===== src/rtl/ais_det_pkg.sv =====
package ais_det_pkg;

    // Alarm state machine encoding
    typedef enum logic [1:0] {
        ST_CLEAR   = 2'd0,   // no alarm, no window history
        ST_ARM_SET = 2'd1,   // no alarm, previous E1 window was low in zeros
        ST_ALARM   = 2'd2,   // alarm raised
        ST_ARM_CLR = 2'd3    // alarm raised, previous E1 window was zero-rich
    } ais_state_t;

    function automatic int max_int(input int a, input int b);
        return (a > b) ? a : b;
    endfunction

endpackage


===== src/rtl/ais_window_counter.sv =====
module ais_window_counter
    import ais_det_pkg::*;
#(
    parameter int E1_WIN_BITS = 512,
    parameter int T1_WIN_BITS = 4632,
    localparam int MAXW = max_int(E1_WIN_BITS, T1_WIN_BITS),
    localparam int CW   = $clog2(MAXW + 1)
) (
    input  logic          clk,
    input  logic          rst_n,
    input  logic          restart,
    input  logic          mode_t1,
    input  logic          bit_vld,
    input  logic          bit_in,
    output logic          win_end,
    output logic [CW-1:0] win_zeros
);

    logic [CW-1:0] bit_cnt;
    logic [CW-1:0] zero_cnt;
    logic [CW-1:0] last_idx;

    assign last_idx  = mode_t1 ? CW'(T1_WIN_BITS - 1) : CW'(E1_WIN_BITS - 1);
    assign win_end   = bit_vld && !restart && (bit_cnt == last_idx);
    assign win_zeros = zero_cnt + CW'(!bit_in);

    always_ff @(posedge clk or negedge rst_n) begin
        if (!rst_n) begin
            bit_cnt  <= '0;
            zero_cnt <= '0;
        end else if (restart) begin
            bit_cnt  <= '0;
            zero_cnt <= '0;
        end else if (bit_vld) begin
            if (bit_cnt == last_idx) begin
                bit_cnt  <= '0;
                zero_cnt <= '0;
            end else begin
                bit_cnt  <= bit_cnt + 1'b1;
                zero_cnt <= zero_cnt + CW'(!bit_in);
            end
        end
    end

    // position never runs past the window end
    a_r2_pos_in_window: assert property (@(posedge clk) disable iff (!rst_n)
        bit_cnt <= last_idx);

    // zeros counted never exceed bits counted in the window
    a_r2_zeros_le_bits: assert property (@(posedge clk) disable iff (!rst_n)
        zero_cnt <= bit_cnt);

    // a bit-less cycle leaves the window position untouched
    a_r2_idle_holds: assert property (@(posedge clk) disable iff (!rst_n)
        (!bit_vld && !restart) |=> $stable(bit_cnt));

endmodule


===== src/rtl/ais_window_judge.sv =====
module ais_window_judge #(
    parameter int CW         = 13,
    parameter int E1_LOW_MAX = 2,
    parameter int T1_LOW_MAX = 4
) (
    input  logic          mode_t1,
    input  logic [CW-1:0] win_zeros,
    output logic          win_low
);

    logic [CW-1:0] limit;

    assign limit   = mode_t1 ? CW'(T1_LOW_MAX) : CW'(E1_LOW_MAX);
    assign win_low = (win_zeros <= limit);

endmodule


===== src/rtl/ais_alarm_fsm.sv =====
module ais_alarm_fsm
    import ais_det_pkg::*;
(
    input  logic clk,
    input  logic rst_n,
    input  logic restart,
    input  logic mode_t1,
    input  logic bit_vld,
    input  logic win_end,
    input  logic win_low,
    input  logic align_lost,
    output logic ais
);

    ais_state_t state;
    ais_state_t nxt;
    logic       recov;

    assign recov = bit_vld && !align_lost;

    always_comb begin
        nxt = state;
        if (restart) begin
            nxt = ST_CLEAR;
        end else begin
            unique case (state)
                ST_CLEAR: begin
                    if (win_end && win_low) begin
                        if (mode_t1) nxt = align_lost ? ST_ALARM : ST_CLEAR;
                        else         nxt = ST_ARM_SET;
                    end
                end
                ST_ARM_SET: begin
                    if (win_end) begin
                        if (!win_low)        nxt = ST_CLEAR;
                        else if (align_lost) nxt = ST_ALARM;
                        else                 nxt = ST_ARM_SET;
                    end
                end
                ST_ALARM: begin
                    if (recov)                    nxt = ST_CLEAR;
                    else if (win_end && !win_low) nxt = mode_t1 ? ST_CLEAR : ST_ARM_CLR;
                end
                ST_ARM_CLR: begin
                    if (recov)        nxt = ST_CLEAR;
                    else if (win_end) nxt = win_low ? ST_ALARM : ST_CLEAR;
                end
                default: nxt = ST_CLEAR;
            endcase
        end
    end

    // State register
    always_ff @(posedge clk or negedge rst_n) begin
        if (!rst_n) state <= ST_CLEAR;
        else        state <= nxt;
    end

    // Output register
    always_ff @(posedge clk or negedge rst_n) begin
        if (!rst_n) ais <= 1'b0;
        else        ais <= (nxt == ST_ALARM) || (nxt == ST_ARM_CLR);
    end

    // a rise only follows a low window closing with alignment lost
    a_r8_rise_at_boundary: assert property (@(posedge clk) disable iff (!rst_n)
        $rose(ais) |-> $past(win_end && win_low && align_lost));

    // a fall has a cause in the cycle before
    a_r7_fall_has_cause: assert property (@(posedge clk) disable iff (!rst_n)
        $fell(ais) |-> $past(restart || (bit_vld && !align_lost) || (win_end && !win_low)));

    // a mode change leaves the flag low
    a_r9_restart_clears: assert property (@(posedge clk) disable iff (!rst_n)
        restart |=> !ais);

    // the one-window history states exist only under E1 rules
    a_r3_history_e1_only: assert property (@(posedge clk) disable iff (!rst_n)
        (((state == ST_ARM_SET) || (state == ST_ARM_CLR)) && !restart) |-> !mode_t1);

endmodule


===== src/rtl/ais_line_monitor.sv =====
module ais_line_monitor
    import ais_det_pkg::*;
#(
    parameter int E1_WIN_BITS = 512,
    parameter int T1_WIN_BITS = 4632,
    parameter int E1_LOW_MAX  = 2,
    parameter int T1_LOW_MAX  = 4,
    localparam int MAXW = max_int(E1_WIN_BITS, T1_WIN_BITS),
    localparam int CW   = $clog2(MAXW + 1)
) (
    input  logic clk,
    input  logic rst_n,
    input  logic bit_vld,
    input  logic bit_in,
    input  logic mode_t1,
    input  logic align_lost,
    output logic ais_alarm
);

    logic          mode_q;
    logic          restart;
    logic          win_end;
    logic          win_low;
    logic [CW-1:0] win_zeros;

    always_ff @(posedge clk or negedge rst_n) begin
        if (!rst_n) mode_q <= 1'b0;
        else        mode_q <= mode_t1;
    end

    assign restart = (mode_t1 != mode_q);

    ais_window_counter #(
        .E1_WIN_BITS (E1_WIN_BITS),
        .T1_WIN_BITS (T1_WIN_BITS)
    ) i_counter (
        .clk       (clk),
        .rst_n     (rst_n),
        .restart   (restart),
        .mode_t1   (mode_t1),
        .bit_vld   (bit_vld),
        .bit_in    (bit_in),
        .win_end   (win_end),
        .win_zeros (win_zeros)
    );

    ais_window_judge #(
        .CW         (CW),
        .E1_LOW_MAX (E1_LOW_MAX),
        .T1_LOW_MAX (T1_LOW_MAX)
    ) i_judge (
        .mode_t1   (mode_t1),
        .win_zeros (win_zeros),
        .win_low   (win_low)
    );

    ais_alarm_fsm i_fsm (
        .clk        (clk),
        .rst_n      (rst_n),
        .restart    (restart),
        .mode_t1    (mode_t1),
        .bit_vld    (bit_vld),
        .win_end    (win_end),
        .win_low    (win_low),
        .align_lost (align_lost),
        .ais        (ais_alarm)
    );

    // after reset the flag is low until a window has closed
    a_r1_reset_low: assert property (@(posedge clk) disable iff (!rst_n)
        $rose(rst_n) |-> !ais_alarm);

endmodule


===== config.mk =====
export PLATFORM = sky130hd
export DESIGN_NAME = ais_line_monitor
export DESIGN_NICKNAME = d
export VERILOG_FILES = /design/src/rtl/ais_det_pkg.sv /design/src/rtl/ais_window_counter.sv /design/src/rtl/ais_window_judge.sv /design/src/rtl/ais_alarm_fsm.sv /design/src/rtl/ais_line_monitor.sv
export SDC_FILE = /design/constraint.sdc
export NUM_CORES = 1
export LEC_CHECK = 0
export BUFFER_PORTS_ARGS = -buffer_cell sky130_fd_sc_hd__buf_4
export CAP_MARGIN = 10
export CORE_UTILIZATION = 55
export DETAILED_ROUTE_END_ITERATION = 10
export PLACE_DENSITY = 0.75
export SYNTH_ARGS = -nofsm -noshare
export SYNTH_HDL_FRONTEND = slang
export SYNTH_SLANG_ARGS = --single-unit

===== constraint.sdc =====
create_clock -name clk -period 7 [get_ports clk]
set_clock_uncertainty 0.15 [all_clocks]
set_input_delay 1.4 -clock clk [delete_from_list [all_inputs] [get_ports clk]]
set_output_delay 1.4 -clock clk [all_outputs]
set_load 0.02 [all_outputs]

Yosys cells after proc, flatten, opt, wreduce, memory -nomap -nowiden:

Index checks and enable logic that the tools add are counted.

* add/subtract/negate cells: 2
* eq/ne operators: 7
* reduce and logical (&&, ||, !) cells: 12
* magnitude comparators: 1
* muxes and demuxes: 22

Operators by type and width (number)
* two-way mux 13 bit: 7
* two-way mux 2 bit: 13
* adder 13 x 1 -> 13 bit: 1
* adder 13 x 1 -> 13 bit (second input constant): 1
* equality test 13 bit: 1
* <= comparator 13 bit: 1
* equality test 2 bit (second input constant): 4
* case mux 2 bit (4 select lines): 1
* logical AND 1 bit: 5
* logical NOT 1 bit: 4
* two-way mux 3 bit: 1
* equality test 2 x 1 -> 1 bit (second input constant): 1
* logical NOT 2 bit: 1
* nonzero test 2 bit: 1
* logical OR 1 bit: 1
* inequality test 1 bit: 1

* input bits: 6
* output and inout port bits: 1
* word-level logic and storage cells: 49
* register bits: 30

Longest topological paths before layout:

Gate-level depths: netlist of the first run.

* depth after elaboration: 11
* gate-level depth with buffers: 12
* mapped depth without buffers: 11

By module:

From an unflattened synthesis of the first run, not the netlist that was laid out.

* cells, all modules: 218
* area total of the unflattened synthesis: 1909.3 um2

Modules (own cells, without submodules)
* ais_window_counter: sequential area each 650.6 um2, cells an instance 189, area an instance 1630.3 um2, times used 1
* ais_alarm_fsm: sequential area each 75.1 um2, cells an instance 15, area an instance 163.9 um2, times used 1
* ais_window_judge: sequential area each 0.0 um2, cells an instance 12, area an instance 81.3 um2, times used 1
* ais_line_monitor: sequential area each 25.0 um2, cells an instance 2, area an instance 33.8 um2, times used 1

Worst setup path before layout of the first run:

OpenSTA, ideal clock, no wires.

* path kind: input-to-reg
* start: input bit_in
* end: register i_fsm.state[0]
* data required time: 6.723 ns
* stages on the path: 12
* path slack: 3.618 ns
* setup time: 0.127 ns
* path buffers: 1
* arrival: 3.105 ns
* cells stage by stage: inv_1 > ha_1 > ha_1 > clkbuf_1 > xor2_1 > ha_1 > nor2b_1 > o22ai_1 > nand3_1 > nor3_1 > nand4_1 > mux2i_1

* word-level cells in the longest chain between the ends: 9
* elaborated cells on any way between the ends: 13
* those cells by class: 1 x add/sub; 1 x order compare; 7 x mux; 4 x reduce/logical

RTL lines
* from (decl): line ais_line_monitor.sv:14 `input logic bit_in,`
* logical NOT 1 bit *: line ais_window_counter.sv:25 `assign win_zeros = zero_cnt + CW'(!bit_in);`
* adder 13 x 1 -> 13 bit *: line ais_window_counter.sv:25
* <= comparator 13 bit *: line ais_window_judge.sv:14 `assign win_low = (win_zeros <= limit);`
* logical NOT 1 bit
* logical AND 1 bit: line ais_alarm_fsm.sv:42 `else if (win_end && !win_low) nxt = mode_t1 ? ST_CLEAR : ST_ARM_CLR;`
* two-way mux 2 bit: line ais_alarm_fsm.sv:42
* two-way mux 2 bit: line ais_alarm_fsm.sv:41 `if (recov) nxt = ST_CLEAR;`
* case mux 2 bit (4 select lines) *: line ais_alarm_fsm.sv:26 `unique case (state)`
* two-way mux 2 bit *: line ais_alarm_fsm.sv:23 `if (restart) begin`
* via i_fsm.nxt[0]: line ais_alarm_fsm.sv:16 `ais_state_t nxt;`
* to (signal assigned): line ais_alarm_fsm.sv:56 `else state <= nxt;`
* to (decl): line ais_alarm_fsm.sv:15 `ais_state_t state;`

Mark *: on every way through the listed nets, which the timed path passes. The rest lies on a longest branch.
A chain may end at the register's enable or synchronous reset.

Worst setup path in the final report of the first run:

* start: input mode_t1
* end: register i_counter.zero_cnt[9]

* word-level cells in the longest chain between the ends: 5
* elaborated cells on any way between the ends: 7
* those cells by class: 2 x eq/ne; 4 x mux; 1 x reduce/logical

RTL lines
* from (decl): line ais_line_monitor.sv:15 `input logic mode_t1,`
* two-way mux 13 bit: line ais_window_counter.sv:23 `assign last_idx = mode_t1 ? CW'(T1_WIN_BITS - 1) : CW'(E1_WIN_BITS - 1);`
* equality test 13 bit: line ais_window_counter.sv:35 `if (bit_cnt == last_idx) begin`
* two-way mux 13 bit: line ais_window_counter.sv:35
* two-way mux 13 bit: line ais_window_counter.sv:34 `end else if (bit_vld) begin`
* two-way mux 13 bit: line ais_window_counter.sv:31 `end else if (restart) begin`
* to (signal assigned): line ais_window_counter.sv:40 `zero_cnt <= zero_cnt + CW'(!bit_in);`
* to (decl): line ais_window_counter.sv:20 `logic [CW-1:0] zero_cnt;`

Several ways; a longest one is shown, not always the timed one. The select of a mux whose other input is x is not followed.

==> flow_summary.ini, run 1 <==
[pwr]
report.power.total_mw = 0.347
pwr-share-clk_pct = 38.3
power_per_cell_area_mw_per_mm2 = 178
switching_share_pct = 26.2
leakage_nw = 0.806
p_switching_mw = 0.0909
cell_internal_pwr_mw = 0.256
power.share.sequential_pct = 51.6
peakVddDrop_uv = 107
part_of_the_total_power_dissipated_in_combinational_logic_pct = 10.1

[synth]
synth-edff-count = 0
asyncSetResetFlopFracSynth_pct = 100
synth.net_count = 223
syn_inst = 212
yosys.cell_count.top_type = sky130_fd_sc_hd__dfrtp_1
ys_seq_area_share_pct = 41.3
netlist.top_cell.by_area = sky130_fd_sc_hd__dfrtp_1
synth_cell_count_leaders = 30 x sky130_fd_sc_hd__dfrtp_1, 25 x sky130_fd_sc_hd__nand2_1, 24 x sky130_fd_sc_hd__o21ai_0
synth_area_mm2 = 0.00182
synthTopCellsByArea = sky130_fd_sc_hd__dfrtp_1 41%, sky130_fd_sc_hd__o21ai_0 6.6%, sky130_fd_sc_hd__nand2_1 5.2%
yosys.cell_types.count = 36
postSynthAreaPerCell_um2 = 8.58
dominant_synthesized_flop_cell = sky130_fd_sc_hd__dfrtp_1
ys_warn_count = 0
yosysTopAreaCellShare_pct = 41.3
postSynthRegisterBits = 30

[setup_path]
critical_path.reg2reg.endpoint = i_counter.zero_cnt[9]
critPathArrivalTime_ns = 3.51
critical-path-max-stage-delay_ns = 0.70
ff2ff_setup_slack_ns = 4.22
crit_path_max_fanout = 26
crit_path_cell_trace = buf_4 > or4b_4 > a2111oi_4 > a21o_1 > a21oi_1 > o21ai_0 > o31ai_1
critical_path.startpoint_type = input port
rr_startpoint = i_counter.bit_cnt[3]
setup.worst_path.end_class = flip-flop
worst_setup_path_type = in -> reg
cpMaxStageDelayCell = sky130_fd_sc_hd__a21o_1
required_ns = 7.04
worst_path_buf_inv = 1
timing.critical_path.max_delay_family = compound AO/OA/AOI/OAI gates
reg2reg_depth = 6

[clocking]
cts.clk_slew.worst_paths_ns = 0.09
cts_sinks = 30
clockRootBuffer = sky130_fd_sc_hd__clkbuf_4
cts_tree = built
htree_num_levels = 2
cts_resized = 0
post-cts-setup-buffers = 0
numCtsBuffers = 5
hold_fix_buffers_at_cts = 0
cts_buffer_depth = 2
worst_skew_pair.late_latency_ns = 0.33

[die]
io_pins = 7
chipHeight_um = 59.5
core_area_mm2 = 0.00310
die_w_um = 59.5
standard_cell_row_count = 20
initial_core_util_pct = 58.6
die-area_mm2 = 0.00354

[final_layout]
layout.nets = 228
nFillCells = 277
drive_above_1_share_pct = 8.72
syn_to_final_growth_pct = 7.30
antenna-diode-count = 0

[sta]
final_period_minus_worst_setup_slack_ns = 3.47
worst_hold_slack_ns = 0.378
worst_slew_margin_rel_pct = 22.1
setup_total_negative_slack_ns = 0
final-hold-violation-count = 0
max_slew.worst_pin.slew_ns = 1.17
final_min_period_over_clock_period_pct = 49.6
rsz0062_at_grt = no
final-max-slew-violation-count = 0
fmax_ghz = 0.288
worst_slack_ns = 3.53
final_setup_violation_count = 0

[global_route]
grt_remaining_overflow = 0
via_count_of_the_first_global_routing_pass = 1377
antenna_found_initial = 0
grt_start_max_net_pins = 31
grt_pass1_wl_um = 6440
globalRouteTotalUtil_pct = 24.5

[route]
drt_iter0_markers = 141
route.vias.total = 1566
firstDrtPassIters = 4
detail_route.vias_per_cell = 5.98
drt_drc_violations_left = 0
detail_route.wl_per_cell_um = 14.8
ant_nets = 0
wirelength_um = 3870

[run]
max_cap_violations = 0

[place]
port_buffers = 6
dpl.hpwl_um = 2590
gpl_congestion = 0.886
preCtsSetupSlack_ns = 3.21

[run_status]
run_status = complete, no violations

[min_path]
min_delay_worst_endpoint = i_counter.zero_cnt[9]
min_from = i_counter.zero_cnt[9]
hold_path_class = reg -> reg
hold_depth = 1
==> per-stage QoR <==
step | utilization [%] | area, um2 | instances
2_1_floorplan | - | 1820 | 212
3_3_place_gp | 60.3 | 1870 | 254
3_5_place_dp | 60.3 | 1870 | 254
4_1_cts | 62.9 | 1950 | 262
5_1_grt | 62.9 | 1950 | 262
6_report | 62.9 | 1950 | 262
==> how the worst max path moves through the flow <==
stage / from / to / slack [ns] / cells past startpoint
2_1_floorplan: bit_in / i_fsm.state[0] / 3.62 / 12
3_3_place_gp: mode_t1 / i_counter.bit_cnt[6] / 3.27 / 7
3_5_place_dp: mode_t1 / i_counter.zero_cnt[9] / 3.21 / 7
4_1_cts: mode_t1 / i_counter.zero_cnt[9] / 3.54 / 7
5_1_grt: mode_t1 / i_counter.zero_cnt[6] / 3.39 / 7
6_report: mode_t1 / i_counter.zero_cnt[9] / 3.53 / 7
==> cell usage in the layout (no fill, tap or decap) <==
cell | synthesis | layout
sky130_fd_sc_hd__a2111oi_4 | 1 | 1
sky130_fd_sc_hd__a21o_1 | 1 | 1
sky130_fd_sc_hd__a21oi_1 | 7 | 7
sky130_fd_sc_hd__a22o_1 | 3 | 3
sky130_fd_sc_hd__a31o_2 | 1 | 1
sky130_fd_sc_hd__a31oi_1 | 2 | 2
sky130_fd_sc_hd__and2_1 | 2 | 2
sky130_fd_sc_hd__and3_1 | 5 | 5
sky130_fd_sc_hd__buf_4 | 1 | 7
sky130_fd_sc_hd__clkbuf_4 | 0 | 5
sky130_fd_sc_hd__clkbuf_8 | 0 | 3
sky130_fd_sc_hd__dfrtp_1 | 30 | 30
sky130_fd_sc_hd__ha_1 | 5 | 5
sky130_fd_sc_hd__inv_1 | 4 | 4
sky130_fd_sc_hd__mux2i_1 | 1 | 1
sky130_fd_sc_hd__nand2_1 | 25 | 25
sky130_fd_sc_hd__nand2b_1 | 3 | 3
sky130_fd_sc_hd__nand3_1 | 17 | 17
sky130_fd_sc_hd__nand3b_1 | 1 | 1
sky130_fd_sc_hd__nand4_1 | 2 | 2
sky130_fd_sc_hd__nand4b_1 | 2 | 2
sky130_fd_sc_hd__nor2_1 | 20 | 20
sky130_fd_sc_hd__nor2b_1 | 2 | 2
sky130_fd_sc_hd__nor3_1 | 6 | 6
sky130_fd_sc_hd__nor4_1 | 1 | 1
sky130_fd_sc_hd__nor4b_1 | 1 | 1
sky130_fd_sc_hd__o211ai_1 | 1 | 1
sky130_fd_sc_hd__o21ai_0 | 24 | 24
sky130_fd_sc_hd__o21ai_1 | 10 | 10
sky130_fd_sc_hd__o22ai_1 | 2 | 2
sky130_fd_sc_hd__o31ai_1 | 8 | 8
sky130_fd_sc_hd__or4b_2 | 1 | 1
sky130_fd_sc_hd__or4b_4 | 1 | 1
sky130_fd_sc_hd__xnor2_1 | 6 | 6
sky130_fd_sc_hd__xor2_1 | 8 | 8
==> final cells by class <==
| cell class | instances | area, um2 | area share (%) |
|---|---|---|---|
| well taps | 44 | 55.1 | 2.82 |
| flip-flops and latches | 30 | 751 | 38.5 |
| inverters | 4 | 15.0 | 0.770 |
| clock buffers | 8 | 78.8 | 4.04 |
| multi-input cells | 169 | 998 | 51.2 |
| repair buffers | 7 | 52.6 | 2.69 |
==> cell families after synthesis <==
family	Yosys count	share of synthesized area, %
AO/OA/AOI/OAI	60	20.2
XOR/XNOR	14	6.74
adder cells (fa/ha/maj)	5	3.44
buffers and inverters	13	3.78
flip-flops	30	41.3
multiplexers	1	0.551
AND/OR/NAND/NOR	89	24.0
==> flip-flops by register name, summed over array words and instances (netlist names) <==
register            flops
i_counter.bit_cnt      13
i_counter.zero_cnt     13
i_fsm.state             2
i_fsm.ais               1
mode_q                  1
==> routing by layer <==
metal	global-route usage (%)	vias to the layer above	part of all wire [%]
met5	0	-	0
li1	-	772	-
met1	34.2	736	47
met4	11.6	0	1.5
met2	36.6	48	47
met3	4.59	10	4.5
==> power by group through the flow <==
stage	logic (mW)	clock network, mW	registers (mW)
finish	0.0350	0.133	0.179
global route	0.0395	0.143	0.179
CTS	0.0350	0.134	0.179
detailed placement	0.0348	0	0.182
global placement	0.0332	0	0.182
floorplan	0.0241	0	0.182
==> worst register-to-register path: stages (launching register included) <==
cell and delay [ns]:
sky130_fd_sc_hd__dfrtp_1 0.45, sky130_fd_sc_hd__or4b_2 0.70, sky130_fd_sc_hd__o22ai_1 0.28, sky130_fd_sc_hd__a21o_1 0.70
sky130_fd_sc_hd__a21oi_1 0.09, sky130_fd_sc_hd__o21ai_0 0.19, sky130_fd_sc_hd__o31ai_1 0.09
Power figures use the tool's default switching activity.
==> inputs of run 2 (changes only) <==
Settings changed: ABC_AREA from default to 1.
Clock period 7 ns to 3.3 ns, I/O delays scaled along.
==> run 2 against run 1 <==
  * Non-clock buffer count unchanged
  * Die area up 11%
  * Cell area up 9.9%
  * Critical path depth up 13
  * Clock power up 54%
  * Clock-buffer cell count down 1
  * Sequential power up 120%
  * Critical path type unchanged
  * Critical endpoint is now i_fsm.state[1]
  * Largest power group unchanged
==> flow_summary.ini, run 2 <==
[route]
ant_nets = 0
firstDrtPassIters = 5
route.vias.total = 1888
detail_route.vias_per_cell = 5.38
wirelength_um = 4210
detail_route.wl_per_cell_um = 12.0
drt_drc_violations_left = 0
drt_iter0_markers = 185

[place]
dpl.hpwl_um = 3070
port_buffers = 6
gpl_congestion = 0.830

[synth]
synth_area_mm2 = 0.00202
synth.net_count = 308
yosys.cell_count.top_type = sky130_fd_sc_hd__nand2_1
ys_seq_area_share_pct = 37.2
syn_inst = 297
yosys.cell_types.count = 26
dominant_synthesized_flop_cell = sky130_fd_sc_hd__dfrtp_1
asyncSetResetFlopFracSynth_pct = 100
netlist.top_cell.by_area = sky130_fd_sc_hd__dfrtp_1
synthTopCellsByArea = sky130_fd_sc_hd__dfrtp_1 37%, sky130_fd_sc_hd__nand2_1 14%, sky130_fd_sc_hd__inv_1 8.2%
yosysTopAreaCellShare_pct = 37.2
postSynthRegisterBits = 30
synth_cell_count_leaders = 77 x sky130_fd_sc_hd__nand2_1, 44 x sky130_fd_sc_hd__inv_1, 32 x sky130_fd_sc_hd__nor2_1
ys_warn_count = 0
postSynthAreaPerCell_um2 = 6.80
synth-edff-count = 0

[sta]
final-max-slew-violation-count = 0
setup_total_negative_slack_ns = 0
final_period_minus_worst_setup_slack_ns = 2.71
max_slew.worst_pin.slew_ns = 0.681
final_min_period_over_clock_period_pct = 82.2
final_setup_violation_count = 0
fmax_ghz = 0.369
worst_slew_margin_rel_pct = 54.6
rsz0062_at_grt = no
final-hold-violation-count = 0

[global_route]
grt_remaining_overflow = 0
via_count_of_the_first_global_routing_pass = 1691
grt-busiest-layer = met2
grt_pass1_wl_um = 7550
grt_use_met3_pct = 5.47
gr-usage-met1_pct = 34.1
grt_start_max_net_pins = 31
globalRouteTotalUtil_pct = 24.4
antenna_found_initial = 0
use_met2_pct = 37.1

[pwr]
leakage_nw = 1.03
power_per_cell_area_mw_per_mm2 = 341
peakVddDrop_uv = 178

[run_status]
run_status = complete, no violations

[clocking]
cts_resized = 0
cts.clk_slew.worst_paths_ns = 0.09
post-cts-setup-buffers = 0
cts_tree = built
numCtsBuffers = 5
htree_num_levels = 2
clockRootBuffer = sky130_fd_sc_hd__clkbuf_4
hold_fix_buffers_at_cts = 0
cts_buffer_depth = 2
worst_skew_pair.late_latency_ns = 0.33
cts_sinks = 30

[setup_path]
required_ns = 3.38
setup.worst_path.end_class = flip-flop
rr_startpoint = i_counter.zero_cnt[0]
reg2reg_depth = 18
critical_path.startpoint_type = input port
critical_path.reg2reg.endpoint = i_fsm.state[1]
critPathArrivalTime_ns = 2.79
crit_path_max_fanout = 6
worst_setup_path_type = in -> reg
ff2ff_setup_slack_ns = 0.64

[die]
die_w_um = 62.6
standard_cell_row_count = 21
core_area_mm2 = 0.00342
io_pins = 7
die-area_mm2 = 0.00392
chipHeight_um = 62.6
initial_core_util_pct = 59.1

[final_layout]
syn_to_final_growth_pct = 6.20
drive_above_1_share_pct = 7.54
layout_commonest_cell = sky130_fd_sc_hd__nand2_1
antenna-diode-count = 0
mostFrequentLayoutCells = 77 x sky130_fd_sc_hd__nand2_1, 44 x sky130_fd_sc_hd__inv_1, 32 x sky130_fd_sc_hd__nor2_1, 30 x sky130_fd_sc_hd__dfrtp_1, 26 x sky130_fd_sc_hd__nand3_1
largest_registers = i_counter.bit_cnt: 13 flops, i_counter.zero_cnt: 13 flops, i_fsm.state: 2 flops
layout.nets = 316
finish.utilization_pct = 62.8

[min_path]
hold_path_class = in -> async

[run]
max_cap_violations = 0
-- run 2: cell count changes after synthesis, moves of 4 or more --
| cell | previous run | this run |
|---|---|---|
| sky130_fd_sc_hd__nor2_2 | 0 | 4 |
| sky130_fd_sc_hd__nor2_1 | 20 | 32 |
| sky130_fd_sc_hd__inv_1 | 4 | 44 |
| sky130_fd_sc_hd__xnor2_1 | 6 | 1 |
| sky130_fd_sc_hd__nand4_1 | 2 | 8 |
| sky130_fd_sc_hd__and3_1 | 5 | 1 |
| sky130_fd_sc_hd__o21ai_1 | 10 | 2 |
| sky130_fd_sc_hd__nand3_1 | 17 | 26 |
| sky130_fd_sc_hd__o31ai_1 | 8 | 1 |
| sky130_fd_sc_hd__nand2_1 | 25 | 77 |
| sky130_fd_sc_hd__o22ai_1 | 2 | 13 |
-- run 2: worst max-delay path by stage --
stage,from,to,slack (ns)
final,bit_in,i_fsm.state[1],0.59
after global routing,bit_in,i_fsm.ais,0.30
after CTS,bit_in,i_fsm.ais,0.57
after detailed placement,bit_in,i_fsm.ais,0.20
after global placement,bit_in,i_fsm.ais,0.29
after floorplan,bit_in,i_fsm.ais,0.50
-- run 2: layer usage --
layer  vias to the layer above  wire length (um)
li1                        975                 -
met1                       865              2130
met2                        42              1870
met3                         6               166
met4                         0                53
met5                         -                 0
-- run 2: stage by stage --
| step | setup WS [ns] | instance area (um2) | cells | hold slack [ns] | total power, mW |
|---|---|---|---|---|---|
| 2_1_floorplan | 0.497 | 2020 | 297 | 0.214 | 0.496 |
| 3_3_place_gp | 0.287 | 2100 | 344 | 0.328 | 0.532 |
| 3_5_place_dp | 0.200 | 2100 | 344 | 0.338 | 0.534 |
| 4_1_cts | 0.567 | 2140 | 351 | 0.0999 | 0.738 |
| 5_1_grt | 0.302 | 2140 | 351 | 0.102 | 0.775 |
| 6_report | 0.587 | 2140 | 351 | 0.0878 | 0.732 |
-- run 2: worst max-delay path: stages --
cell and delay, ns:
sky130_fd_sc_hd__buf_4 0.07, sky130_fd_sc_hd__inv_1 0.03, sky130_fd_sc_hd__ha_1 0.21, sky130_fd_sc_hd__ha_1 0.25
sky130_fd_sc_hd__nand2_2 0.13, sky130_fd_sc_hd__inv_2 0.04, sky130_fd_sc_hd__nor2_1 0.12, sky130_fd_sc_hd__ha_1 0.26
sky130_fd_sc_hd__inv_1 0.06, sky130_fd_sc_hd__nor2_1 0.03, sky130_fd_sc_hd__o21ai_0 0.13, sky130_fd_sc_hd__nand2_1 0.07
sky130_fd_sc_hd__nor2_1 0.08, sky130_fd_sc_hd__nand2_1 0.06, sky130_fd_sc_hd__nor2_1 0.11, sky130_fd_sc_hd__nand2_2 0.11
sky130_fd_sc_hd__inv_2 0.07, sky130_fd_sc_hd__nand3_1 0.07, sky130_fd_sc_hd__a21oi_2 0.15, sky130_fd_sc_hd__nor2_1 0.06
-- run 2: area by class of cell --
class	instances	area, um2
timing repair buffer	7	52.6
inverter	46	173
fill	329	1270
tap	46	57.6
sequential	30	751
multi-input combinational	215	1070
clock buffer	7	45.0
-- run 2: cells by family after synthesis --
family | Yosys count | synth area share [%]
adder cells (fa/ha/maj) | 5 | 3.10
AND/OR/NAND/NOR | 157 | 33.5
buffers and inverters | 52 | 10.0
flip-flops | 30 | 37.2
AO/OA/AOI/OAI | 44 | 12.3
XOR/XNOR | 9 | 3.90
-- run 2: power breakdown --
part           leakage [nW]  internal (mW)  switching [mW]
logic                 0.591         0.0446          0.0879
registers             0.413          0.383          0.0112
clock network        0.0254         0.0802           0.125
total                  1.03          0.508           0.224
==> inputs of run 3 (changes only) <==
Settings changed: PLACE_DENSITY 0.75 to 0.78.
Clock period 3.3 ns to 2.3 ns, I/O delays scaled along.
==> run 3 against run 2 <==
  * Non-clock buffer count is 13 higher
  * Via count is 3.3% higher
  * First-iteration DRC count is 13% lower
  * Highest routed layer unchanged
  * Cell count is 4.0% higher
  * The run now ends with negative setup slack left
==> flow_summary.ini, run 3 (synthesis gave the netlist of run 2 again) <==
[route]
detail_route.wl_per_cell_um = 12.7
wl_met1_um = 2090
detail_route.vias_per_cell = 5.35
met3_wirelength_um = 230
drt_iter0_markers = 161
met2_wirelength_um = 2250
firstDrtPassIters = 6
drt_drc_violations_left = 0
ant_nets = 0
route.vias.total = 1951
route.top_layer_used = met4
wirelength_um = 4630

[min_path]
hold_depth = 2
hold_path_class = in -> reg
min_from = mode_t1
min_delay_worst_endpoint = mode_q

[final_layout]
mostFrequentLayoutCells = 77 x sky130_fd_sc_hd__nand2_1, 42 x sky130_fd_sc_hd__inv_1, 30 x sky130_fd_sc_hd__dfrtp_1, 29 x sky130_fd_sc_hd__nor2_1, 24 x sky130_fd_sc_hd__nand3_1
nFillCells = 293
syn_to_final_growth_pct = 16.9
layout_commonest_cell = sky130_fd_sc_hd__nand2_1
register_area_um2 = 751
antenna-diode-count = 0
drive_above_1_share_pct = 15.4
largest_registers = i_counter.bit_cnt: 13 flops, i_counter.zero_cnt: 13 flops, i_fsm.state: 2 flops
multi_input_area_mm2 = 0.00114
layout.nets = 329

[clocking]
cts.clk_slew.worst_paths_ns = 0.10
numCtsBuffers = 5
htree_num_levels = 2
cts_buffer_depth = 2
clockRootBuffer = sky130_fd_sc_hd__clkbuf_4
worst_skew_pair.late_latency_ns = 0.35
cts_sinks = 30
cts_tree = built

[setup_path]
cpMaxStageDelayCell = sky130_fd_sc_hd__dfrtp_1
critical-path-max-stage-delay_ns = 0.41
rr_startpoint = i_counter.zero_cnt[0]
timing.critical_path.max_delay_family = simple AND/OR/NAND/NOR gates
critical_path.startpoint_type = flip-flop
crit_path_max_fanout = 6
ff2ff_setup_slack_ns = -0.08
crit_path_cell_trace = ha_4 > ha_4 > nand2_4 > inv_4 > nor2_4 > ha_4 > inv_2 > nor2_1 > o21ai_1 > nand2_1 > nor2_1 > nand2_1 > nor2_2 > nand2_2 > inv_2 > nand3_2 > a21oi_2 > nor2_1
critPathArrivalTime_ns = 2.48
critical_path.reg2reg.endpoint = i_fsm.ais
setup.worst_path.end_class = flip-flop
worst_path_buf_inv = 3
required_ns = 2.40
worst_setup_path_type = reg -> reg
reg2reg_depth = 18

[die]
die_w_um = 62.6
die-area_mm2 = 0.00392
io_pins = 7
core_area_mm2 = 0.00342
initial_core_util_pct = 59.1
chipHeight_um = 62.6
standard_cell_row_count = 21

[place]
port_buffers = 6
gpl_congestion = 0.895
dpl.hpwl_um = 3350

[pwr]
power.share.sequential_pct = 46.5
power_per_cell_area_mw_per_mm2 = 515
part_of_the_total_power_dissipated_in_combinational_logic_pct = 18.1
switching_share_pct = 29.6
pwr-share-clk_pct = 35.3
peakVddDrop_uv = 398
cell_internal_pwr_mw = 0.855
leakage_nw = 1.13
p_switching_mw = 0.360

[sta]
final-hold-violation-count = 0
rsz0062_at_grt = yes
fmax_ghz = 0.420
worst_slew_margin_rel_pct = 71.9
max_slew.worst_pin.slew_ns = 0.422
final_setup_violation_count = 3
final_min_period_over_clock_period_pct = 103
final_period_minus_worst_setup_slack_ns = 2.38
final-max-slew-violation-count = 0
worst_hold_slack_ns = 0.328
worst_slack_ns = -0.0800
setup_total_negative_slack_ns = -0.172

[global_route]
globalRouteTotalUtil_pct = 26.8
grt_remaining_overflow = 0
antenna_found_initial = 0
grt_start_max_net_pins = 31
via_count_of_the_first_global_routing_pass = 1891
grt_pass1_wl_um = 8250

[run]
max_cap_violations = 0

[run_status]
run_status = finished, violations left
failed_checks = negative setup slack
## run 3: what timing repair did
item | in CTS | in global routing
gates cloned | 0 | 0
resized for setup | 2 | 6
hold buffers | 1 | 0
setup endpoints to repair | 3 | 3
endpoints found under the hold margin | 30 | 0
buffers inserted | 1 | 1
pin swaps | 11 | 2
## run 3: worst max-delay path by stage
stage / start / endpoint / slack, ns / depth (start not counted)
3_5_place_dp: bit_in / i_fsm.ais / -0.41 / 20
6_report: i_counter.zero_cnt[0] / i_fsm.ais / -0.08 / 18
2_1_floorplan: bit_in / i_fsm.ais / -0.12 / 19
3_3_place_gp: bit_in / i_fsm.state[1] / -0.30 / 20
5_1_grt: i_counter.zero_cnt[0] / i_fsm.state[1] / -0.29 / 19
4_1_cts: i_counter.zero_cnt[0] / i_fsm.ais / -0.12 / 18
## run 3: per-layer routing
metal	vias to the layer above	track usage, %
li1	999	-
met1	901	34.9
met5	-	0
met3	8	6.02
met2	43	44.4
met4	0	7.56
## run 3: worst register-to-register path: cells and delay by family, from the launching register on
kind,cells,cell delay (ns)
compound gates,2,0.25
simple gates,10,0.75
flops,1,0.41
fa+ha+maj,3,0.57
buf+inv,3,0.16
## run 3: metrics by stage
| step | total power [mW] | worst slack (ns) | area, um2 | cells | util, % |
|---|---|---|---|---|---|
| 4_1_cts | 1.22 | -0.121 | 2320 | 364 | 68.0 |
| 6_report | 1.22 | -0.0800 | 2360 | 365 | 69.1 |
| 2_1_floorplan | 0.717 | -0.123 | 2070 | 297 | - |
| 5_1_grt | 1.28 | -0.291 | 2360 | 365 | 69.1 |
| 3_5_place_dp | 0.791 | -0.412 | 2220 | 354 | 65.1 |
| 3_3_place_gp | 0.783 | -0.305 | 2220 | 354 | 65.1 |
## run 3: area by class of cell
type,count,share of cell area [%]
multi-input combinational,215,48.3
sequential,30,31.8
inverter,46,7.74
timing repair buffer,20,6.47
tap,46,2.44
clock inverter,3,1.70
clock buffer,5,1.59
## run 3: power groups by stage
stage | registers, mW | logic [mW] | clock network, mW
after floorplan | 0.579 | 0.138 | 0
after global placement | 0.576 | 0.207 | 0
after detailed placement | 0.577 | 0.214 | 0
after CTS | 0.566 | 0.219 | 0.433
after global routing | 0.570 | 0.254 | 0.456
final | 0.566 | 0.220 | 0.429
